### src/rtl/adc_host_pkg.sv
package adc_host_pkg;

  // Strobes from the control section to the datapath
  typedef struct packed {
    logic capture;   // load the core result into the holding register
    logic driveBus;  // request the bus drivers to be enabled
  } dpStrobe_t;

  typedef enum logic {
    ST_IDLE = 1'b0,
    ST_BUSY = 1'b1
  } convState_t;

endpackage

### src/rtl/adc_host_sync.sv
module adc_host_sync #(
  parameter int WIDTH = 4,
  parameter int STAGES = 2,
  parameter logic [WIDTH-1:0] RST_VAL = '1
) (
  input  logic             clk,
  input  logic             rstN,
  input  logic [WIDTH-1:0] din,
  output logic [WIDTH-1:0] dout
);

  logic [WIDTH-1:0] stage [STAGES];

  always_ff @(posedge clk or negedge rstN) begin
    if (!rstN) stage[0] <= RST_VAL;
    else       stage[0] <= din;
  end

  for (genvar i = 1; i < STAGES; i++) begin : g_stage
    always_ff @(posedge clk or negedge rstN) begin
      if (!rstN) stage[i] <= RST_VAL;
      else       stage[i] <= stage[i-1];
    end
  end

  assign dout = stage[STAGES-1];

endmodule

### src/rtl/adc_host_ctl.sv
module adc_host_ctl
  import adc_host_pkg::*;
(
  input  logic       clk,
  input  logic       rstN,
  input  logic       csS,
  input  logic       shS,
  input  logic       rdS,
  input  logic       fastS,
  input  logic       convDone,
  output logic       convStart,
  output logic       endOfConv,
  output logic       intN,
  output logic       overrun,
  output logic       rdFall,
  output dpStrobe_t  strobe
);

  convState_t state;
  logic shPrev;
  logic rdPrev;
  logic shFall;
  logic finishing;

  // Edge detection on synchronized inputs, gated by chip-select
  assign shFall = shPrev & ~shS & ~csS;
  assign rdFall = rdPrev & ~rdS & ~csS;
  assign finishing = (state == ST_BUSY) & convDone;

  assign strobe.capture  = finishing;
  assign strobe.driveBus = fastS | (~csS & ~rdS);

  always_ff @(posedge clk or negedge rstN) begin
    if (!rstN) begin
      shPrev <= 1'b1;
      rdPrev <= 1'b1;
    end else begin
      shPrev <= shS;
      rdPrev <= rdS;
    end
  end

  always_ff @(posedge clk or negedge rstN) begin
    if (!rstN) begin
      state     <= ST_IDLE;
      convStart <= 1'b0;
      endOfConv <= 1'b1;
      intN      <= 1'b1;
      overrun   <= 1'b0;
    end else begin
      convStart <= 1'b0;
      case (state)
        ST_IDLE: begin
          if (shFall) begin
            state     <= ST_BUSY;
            convStart <= 1'b1;
            endOfConv <= 1'b0;
          end
        end
        ST_BUSY: begin
          if (shFall) overrun <= 1'b1;
          if (convDone) begin
            state     <= ST_IDLE;
            endOfConv <= 1'b1;
          end
        end
        default: state <= ST_IDLE;
      endcase
      // A fresh result takes priority over a read in the same cycle
      if (finishing)   intN <= 1'b0;
      else if (rdFall) intN <= 1'b1;
    end
  end

endmodule

### src/rtl/adc_host_dp.sv
module adc_host_dp
  import adc_host_pkg::*;
#(
  parameter int DATA_W = 12
) (
  input  logic              clk,
  input  logic              rstN,
  input  dpStrobe_t         strobe,
  input  logic [DATA_W-1:0] convResult,
  output logic [DATA_W-1:0] dataOut,
  output logic              dataOe
);

  always_ff @(posedge clk or negedge rstN) begin
    if (!rstN) begin
      dataOut <= '0;
      dataOe  <= 1'b0;
    end else begin
      if (strobe.capture) dataOut <= convResult;
      dataOe <= strobe.driveBus;
    end
  end

endmodule

### src/rtl/adc_host_ctrl.sv
module adc_host_ctrl
  import adc_host_pkg::*;
#(
  parameter int DATA_W = 12,
  parameter int SYNC_STAGES = 2
) (
  input  logic              clk,
  input  logic              rstN,
  input  logic              csN,
  input  logic              shN,
  input  logic              rdN,
  input  logic              fastMode,
  input  logic              convDone,
  input  logic [DATA_W-1:0] convResult,
  output logic              convStart,
  output logic              endOfConv,
  output logic              intN,
  output logic [DATA_W-1:0] dataOut,
  output logic              dataOe,
  output logic              overrun
);

  localparam int NUM_SYNC = 4;
  localparam logic [NUM_SYNC-1:0] SYNC_RST = 4'b0111; // fast=0, rd/sh/cs idle high

  logic [NUM_SYNC-1:0] syncIn;
  logic [NUM_SYNC-1:0] syncOut;
  logic csS, shS, rdS, fastS;
  logic rdFall;
  dpStrobe_t strobe;

  assign syncIn = {fastMode, rdN, shN, csN};
  assign {fastS, rdS, shS, csS} = syncOut;

  adc_host_sync #(
    .WIDTH(NUM_SYNC), .STAGES(SYNC_STAGES), .RST_VAL(SYNC_RST)
  ) u_sync (
    .clk(clk), .rstN(rstN), .din(syncIn), .dout(syncOut)
  );

  adc_host_ctl u_ctl (
    .clk(clk), .rstN(rstN),
    .csS(csS), .shS(shS), .rdS(rdS), .fastS(fastS),
    .convDone(convDone),
    .convStart(convStart), .endOfConv(endOfConv), .intN(intN),
    .overrun(overrun), .rdFall(rdFall), .strobe(strobe)
  );

  adc_host_dp #(.DATA_W(DATA_W)) u_dp (
    .clk(clk), .rstN(rstN), .strobe(strobe),
    .convResult(convResult), .dataOut(dataOut), .dataOe(dataOe)
  );

endmodule

### config.mk
export PLATFORM = sky130hd
export DESIGN_NAME = adc_host_ctrl
export DESIGN_NICKNAME = d
export VERILOG_FILES = /design/src/rtl/adc_host_pkg.sv /design/src/rtl/adc_host_sync.sv /design/src/rtl/adc_host_ctl.sv /design/src/rtl/adc_host_dp.sv /design/src/rtl/adc_host_ctrl.sv
export SDC_FILE = /design/constraint.sdc
export NUM_CORES = 1
export LEC_CHECK = 0
export CELL_PAD_IN_SITES_DETAIL_PLACEMENT = 2
export CELL_PAD_IN_SITES_GLOBAL_PLACEMENT = 2
export CORE_UTILIZATION = 43
export DETAILED_ROUTE_END_ITERATION = 8
export DONT_BUFFER_PORTS = 1
export PLACE_DENSITY = 0.74
export SYNTH_ARGS = -nofsm -noshare
export SYNTH_HDL_FRONTEND = slang
export SYNTH_SLANG_ARGS = --single-unit
### constraint.sdc
create_clock -name clk -period 3.5 [get_ports clk]
set_input_delay 0.7 -clock clk [delete_from_list [all_inputs] [get_ports clk]]
set_output_delay 0.7 -clock clk [all_outputs]
set_load 0.01 [all_outputs]
Word-level counts from Yosys, hierarchy flattened. Index checks and enable logic that the tools add are counted.

Register bits after elaboration: 28. Bits in latches: 0. Memory bits (writable): 0. Memory bits (read-only): 0. Input port bits: 19. Output and inout port bits: 17. Logic and storage cells: 36. Memories: 0.

$add $sub $neg: 0. Multipliers: 0. Divide/modulo/power cells: 0. Order comparisons: 0. Equal/unequal tests: 2. Shift operators: 0. Muxes and demuxes: 9. Bitwise operators: 11. Reductions and logical operators: 3.

Operator list (number): two-way mux 1 bit (7); bitwise AND 1 bit (6); NOT 1 bit (4); case mux 1 bit (2 select lines) (2); AND reduction 2 bit (2); inequality test 2 x 1 -> 1 bit, second input constant (1); inequality test 2 bit, second input constant (1); nonzero test 2 bit (1); bitwise OR 1 bit (1).

Longest topological paths before layout. Gate-level depths: netlist of run 1.

Depth in word-level cells: 5. Mapped depth: 3. Depth with buffers taken out: 2.

Modules after synthesis. A second synthesis of run 1 with hierarchy kept.

Cell total of the unflattened synthesis: 57. Area total of the unflattened synthesis: 1026.0 µm².

By module, submodules not included: adc_host_dp (times used 1, cells an instance 26, area an instance 509.2 µm²); adc_host_ctl (times used 1, cells an instance 19, area an instance 279.0 µm²); adc_host_sync (times used 1, cells an instance 12, area an instance 237.7 µm²).

Least setup slack after synthesis of run 1. Ideal clock, no wire load.

Kind: input to register. Start point: input port convDone. End point: register u_dp.dataOut[10]. Arrival: 1.239 ns. Data required time: 3.375 ns. Setup slack: 2.136 ns. Stages on the path: 3. Cell sequence: nand2_2 > buf_6 > mux2_4.

Cells in the longest elaborated chain, start to end: 1.

RTL lines: from (decl) (RTL line adc_host_ctrl.sv:13) `input logic convDone,`; bitwise AND 1 bit (RTL line adc_host_ctl.sv:28) `assign finishing = (state == ST_BUSY) & convDone;`; to (signal assigned) (RTL line adc_host_dp.sv:19) `if (strobe.capture) dataOut <= convResult;`; to (decl) (RTL line adc_host_dp.sv:10) `output logic [DATA_W-1:0] dataOut,`.

No other way between the ends. A chain may end at the register's enable or synchronous reset.

Worst setup path after layout of run 1.
Start point: register u_ctl.endOfConv. End point: output port endOfConv.

RTL lines: from (decl) (RTL line adc_host_ctl.sv:12) `output logic endOfConv,`; from (signal assigned) (RTL line adc_host_ctl.sv:47) `endOfConv <= 1'b1;`; from (signal assigned) (RTL line adc_host_ctl.sv:57) `endOfConv <= 1'b0;`; from (signal assigned) (RTL line adc_host_ctl.sv:64) `endOfConv <= 1'b1;`; to (decl) (RTL line adc_host_ctrl.sv:16) `output logic endOfConv,`.

No word-level cell between the ends.

==> flow_metrics.py, run 1 <==
metrics = {
    "synthesis": {
        "synth_area_leaders": "dfrtp_1 46%, dfstp_2 27%, mux2_4 14%",
        "syn_avg_cell_area_um2": 18.6,
        "synthesis.instances": 52,
        "synth_area_um2": 970,
        "yosys-top-cells-count": "18 x dfrtp_1, 10 x dfstp_2, 9 x mux2_4",
        "synth_ff_type": "dfrtp_1",
        "synth_edf_count": 0,
        "synth.top_cell.area_share_pct": 46.5,
        "synth_cell_types": 15,
        "yosysTopAreaCell": "dfrtp_1",
        "ys_seq_area_share_pct": 73.5,
        "yosys_warnings": 0,
        "synthArstFlopShare_pct": 100,
        "synth_nets": 71,
        "yosysMostFrequentCell": "dfrtp_1",
        "ys_ff_latch": 28,
    },
    "global_route": {
        "overflow": 0,
        "antenna_found_initial": 0,
        "grt_pass1_vias": 540,
        "grt_max_degree": 29,
        "grt_first_pass_wirelength_um": 2680,
        "grt_use_total_pct": 15.3,
    },
    "power": {
        "p_int_uw": 485,
        "leakage_uw": 0.000466,
        "power.switching_uw": 168,
        "p_per_area_nw_per_um2": 641,
        "switching_share_pct": 25.8,
        "clockPowerShare_pct": 19.5,
        "p_total_uw": 653,
        "p_comb_share_pct": 10.9,
        "ir_drop_v": 0.000289,
        "pwr-share-seq_pct": 69.5,
    },
    "floorplan": {
        "die_x_um": 49.5,
        "top_level_ports": 36,
        "die_y_um": 49.5,
        "design.die.area_um2": 2450,
        "core_um2": 2040,
        "start_util_pct": 47.5,
        "rows": 16,
    },
    "setup_path": {
        "crit_type": "flop to primary output",
        "required_ns": 2.80,
        "worstSetupStartpointType": "flop",
        "worst-path-max-fanout": 2,
        "endpoint_kind": "primary output",
        "cp.arrival_ns": 0.90,
    },
    "sta": {
        "drv_slew": 0,
        "worstMarginPinSlew_ns": 0.392,
        "final_hold_viol_count": 0,
        "setup_viol": 0,
        "fmax_mhz": 627,
        "maxSlewHeadroom_pct": 73.8,
        "tns_ns": 0,
        "skew_ns": 0.00271,
        "post-route-min-period_ns": 1.60,
        "finalCritPeriodShare_pct": 45.6,
        "rsz0062_at_grt": "false",
    },
    "finish": {
        "fillers": 190,
        "n_antenna_cell": 0,
        "drive_gt1_share_pct": 43.6,
        "finalNetCount": 75,
        "syn2layout_area_growth_pct": 5.03,
    },
    "clock_tree": {
        "post-cts-setup-buffer-count": 0,
        "cts_buffer_depth": 2,
        "cts_tree": "done",
        "h-tree-depth": 1,
        "worstSkewPairLatency_ns": 0.31,
        "clk_pin_slew_ns": 0.13,
        "cts_made_buffers": 3,
        "cts_hold_buf": 0,
        "cts-resized-gates": 0,
        "clkSinkCount": 28,
        "ctsRootBufferMaster": "clkbuf_4",
    },
    "placed_design": {
        "io_buffers": 0,
        "dp_hpwl_um": 1200,
        "routabilityCongestion": 0.621,
    },
    "route": {
        "viasPerCell": 5.28,
        "routed_wl_um": 1570,
        "wl_per_cell_um": 19.2,
        "drt_iter0_markers": 0,
        "vias": 433,
        "drcViolationCount": 0,
        "drt-pass1-iter-count": 1,
        "ant_nets": 0,
    },
    "min_path": {
        "hold_class": "input pin to async pin",
    },
    "run_status": {
        "status": "complete, no violations",
    },
    "run": {
        "max-cap-violations": 0,
    },
}
final cells by class:
cell class                      count  area [um2]  share of cell area [%]
Inverter                            1        3.75                   0.369
Clock buffer                        4        26.3                    2.58
Sequential cell                    28         713                    70.0
Multi-Input combinational cell     22         241                    23.7
Tap cell                           27        33.8                    3.32
power by group through the flow:
stage	Clock (uW)	Sequential (uW)	Combinational (uW)
floorplan	0	446	65.5
global placement	0	456	67.4
detailed placement	0	461	72.7
CTS	133	455	73.1
global route	149	462	79.3
finish	128	454	71.4
flip-flops by register name (all words and copies together), names as in the netlist:
name             count
u_ctl.state          1
u_ctl.shPrev         1
u_sync.dout          4
u_ctl.overrun        1
u_sync.stage         4
u_ctl.intN           1
u_ctl.endOfConv      1
u_dp.dataOut        12
u_ctl.rdPrev         1
u_dp.dataOe          1
u_ctl.convStart      1
cells by family (layout without fill, tap and decap cells):
group	count (synthesis)	count (layout)	synth area share, %
flops	28	28	73.5
mux	12	12	17.4
compound gates	5	5	3.74
simple gates	5	5	3.74
buf+inv	2	5	1.55
cells in the final DEF (no fill, tap or decap), drive strengths merged:
master and count:
nor4b 1, a21oi 1, clkbuf 4, dfstp 10
mux2 12, nor2 2, inv 1, nand2 1
dfrtp 18, a31o 1, o21bai 1, a21o 1
nor3b 1, o21a 1
worst paths after layout:
| kind | endpoint | cells past startpoint | slack [ns] | startpoint |
|---|---|---|---|---|
| setup / recovery | endOfConv | 0 | 1.90 | u_ctl.endOfConv |
| hold / removal | u_dp.dataOut[7] | 0 | 0.06 | rstN |
| setup reg to reg | u_dp.dataOut[11] | 2 | 2.21 | u_ctl.state |
| hold reg to reg | u_sync.dout[0] | 0 | 0.37 | u_sync.stage[4] |
| max in group asynchronous | u_sync.dout[1] | 0 | 3.27 | rstN |
| min in group clk | u_sync.dout[0] | 0 | 0.37 | u_sync.stage[4] |
stage by stage:
step	worst slack, ns	instances	hold WS [ns]	area [um2]	utilization, %
finish	1.90	82	0.0618	1020	49.9
global route	1.86	82	0.0154	1020	49.9
CTS	1.90	82	0.0462	1020	49.9
detailed placement	1.99	78	0.348	992	48.6
global placement	2.03	78	0.337	992	48.6
floorplan	2.14	52	0.331	970	-
per-layer routing:
layer  vias up  track usage, %  part of all wire (%)
met5         -               0                     0
met4         0            5.71                     0
met1       225            17.7                    36
met2        27            26.3                    54
li1        181               -                     -
met3         0            5.25                   9.7
Power figures use the tool's default switching activity.
==> run 2, diff against run 1 <==
CORE_ASPECT_RATIO = 1.75   (was not set)
CORE_UTILIZATION = 40   (was 43)
PLACE_DENSITY = 0.7   (was 0.74)
clock period = 1.54 ns   (was 3.5 ns; I/O delays follow)
==> run 2 against run 1 <==
Routed wire length down 9.0%. Clock power rose to 3.5 times the previous value. Non-clock buffer count up 2. Hold slack worse by 0.043 ns. Power rose to 2.5 times the previous value. Critical path type is now flop to flop. Sequential power up 120%. Core utilization down 3.2 points. Via count up 1.4%. Largest power group unchanged.
==> flow_metrics.py, run 2 (synthesis results as in run 1) <==
metrics = {
    "clock_tree": {
        "cts-resized-gates": 0,
        "cts_buffer_depth": 2,
        "worstSkewPairLatency_ns": 0.27,
        "post-cts-setup-buffer-count": 0,
        "ctsRootBufferMaster": "clkbuf_8",
        "cts_tree": "done",
        "cts_hold_buf": 2,
        "clk_pin_slew_ns": 0.09,
        "cts_made_buffers": 3,
        "h-tree-depth": 1,
        "clkSinkCount": 28,
    },
    "setup_path": {
        "reg2reg_to": "u_dp.dataOut[11]",
        "r2r_slack_ns": 0.27,
        "cp_slowest_cell": "dfrtp_1",
        "crit_type": "flop to flop",
        "worstSetupStartpointType": "flop",
        "cp.arrival_ns": 1.44,
        "crit_chain": "nand2_2 > mux2_1",
        "critPathMaxStageDelay_ns": 0.45,
        "r2r_cells": 2,
        "required_ns": 1.70,
        "cp_top_family": "flip-flops",
        "worst-path-max-fanout": 13,
        "r2r-start": "u_ctl.state",
        "endpoint_kind": "flop",
        "crit_buf_inv": 0,
    },
    "sta": {
        "fin_ws_ns": 0.267,
        "skew_ns": 0.00340,
        "rsz0062_at_grt": "false",
        "worstMarginPinSlew_ns": 0.391,
        "drv_slew": 0,
        "setup_viol": 0,
        "finalCritPeriodShare_pct": 82.7,
        "final_hold_viol_count": 0,
        "post-route-min-period_ns": 1.27,
        "fmax_mhz": 785,
        "maxSlewHeadroom_pct": 73.8,
        "tns_ns": 0,
    },
    "min_path": {
        "hold_end": "u_sync.stage[5]",
        "hold_class": "input pin to flop",
        "hold_path_depth": 0,
        "hold_start": "shN",
    },
    "run_status": {
        "status": "complete, no violations",
    },
    "route": {
        "drt_iter0_markers": 20,
        "viasPerCell": 5.35,
        "drcViolationCount": 0,
        "drt-pass1-iter-count": 3,
        "wl_per_cell_um": 17.5,
        "vias": 439,
        "routed_wl_um": 1430,
        "ant_nets": 0,
    },
    "power": {
        "p_total_uw": 1650,
        "ir_drop_v": 0.000768,
        "leakage_uw": 0.000494,
        "p_per_area_nw_per_um2": 1530,
    },
    "finish": {
        "regMostFlops": "u_dp.dataOut",
        "largest_reg_flops": 12,
        "n_antenna_cell": 0,
        "syn2layout_area_growth_pct": 10.8,
        "finalNetCount": 77,
        "drive_gt1_share_pct": 45.6,
        "final_cell_mix": "18 x dfrtp_1, 10 x dfstp_2, 9 x mux2_4, 4 x clkbuf_8, 3 x mux2_1",
        "fillers": 214,
        "layout_commonest_cell": "dfrtp_1",
    },
    "global_route": {
        "grt_use_total_pct": 13.7,
        "grt_first_pass_wirelength_um": 2240,
        "antenna_found_initial": 0,
        "grt_max_degree": 29,
        "grt_pass1_vias": 500,
        "overflow": 0,
    },
    "floorplan": {
        "design.die.area_um2": 2630,
        "die_x_um": 39.2,
        "core_um2": 2300,
        "rows": 23,
        "start_util_pct": 42.1,
        "top_level_ports": 36,
        "die_y_um": 67.1,
    },
    "placed_design": {
        "routabilityCongestion": 0.552,
        "dp_hpwl_um": 996,
        "io_buffers": 0,
        "dp_slack_ns": 0.256,
    },
    "run": {
        "max-cap-violations": 0,
    },
}
## run 2: cell types whose count changed in the layout (fill, tap and decap cells not counted), sizes merged
cell         change
buf              +1
dlygate4sd3      +1
## run 2: final cells by class
class	count	area [um2]	area share, %
flip-flops and latches	28	713	66.4
clock buffers	4	55.1	5.12
multi-input cells	22	241	22.5
repair buffers	2	30.0	2.79
well taps	25	31.3	2.91
inverters	1	3.75	0.349
## run 2: worst max path at each step
stage	cells past startpoint	slack, ns	from	endpoint
after floorplan	3	0.43	u_ctl.state	u_dp.dataOut[10]
after global placement	2	0.31	u_ctl.state	u_dp.dataOut[1]
after detailed placement	2	0.26	u_ctl.state	u_dp.dataOut[11]
after CTS	2	0.25	u_ctl.state	u_dp.dataOut[11]
after global routing	2	0.21	u_ctl.state	u_dp.dataOut[11]
final	2	0.27	u_ctl.state	u_dp.dataOut[11]
## run 2: metrics by stage
step	std cells	instance area (um2)	hold slack [ns]	utilization, %
3_3_place_gp	76	990	0.0130	43.0
6_report	82	1070	0.0192	46.7
4_1_cts	82	1070	0.00988	46.7
3_5_place_dp	76	990	0.0130	43.0
2_1_floorplan	52	970	0.0124	-
5_1_grt	82	1070	0.000749	46.7
## run 2: power breakdown
| part | total [uW] | switching (uW) | internal, uW |
|---|---|---|---|
| Clock | 444 | 215 | 229 |
| Combinational | 179 | 52.7 | 126 |
| Sequential | 1020 | 142 | 882 |
| Total | 1650 | 410 | 1240 |
## run 2: layer usage
layer	routed length, um	part of all wire (%)	up-vias	global-route usage, %
met2	723	51	26	20.4
li1	-	-	184	-
met1	513	36	225	13.2
met5	0	0	-	0
met3	145	10	4	6.25
met4	48	3.4	0	12.9
## run 2: worst register-to-register path, delay by kind of cell, from the launching register on
kind | cells | cell delay (ns)
flops | 1 | 0.45
mux | 1 | 0.37
simple gates | 1 | 0.34
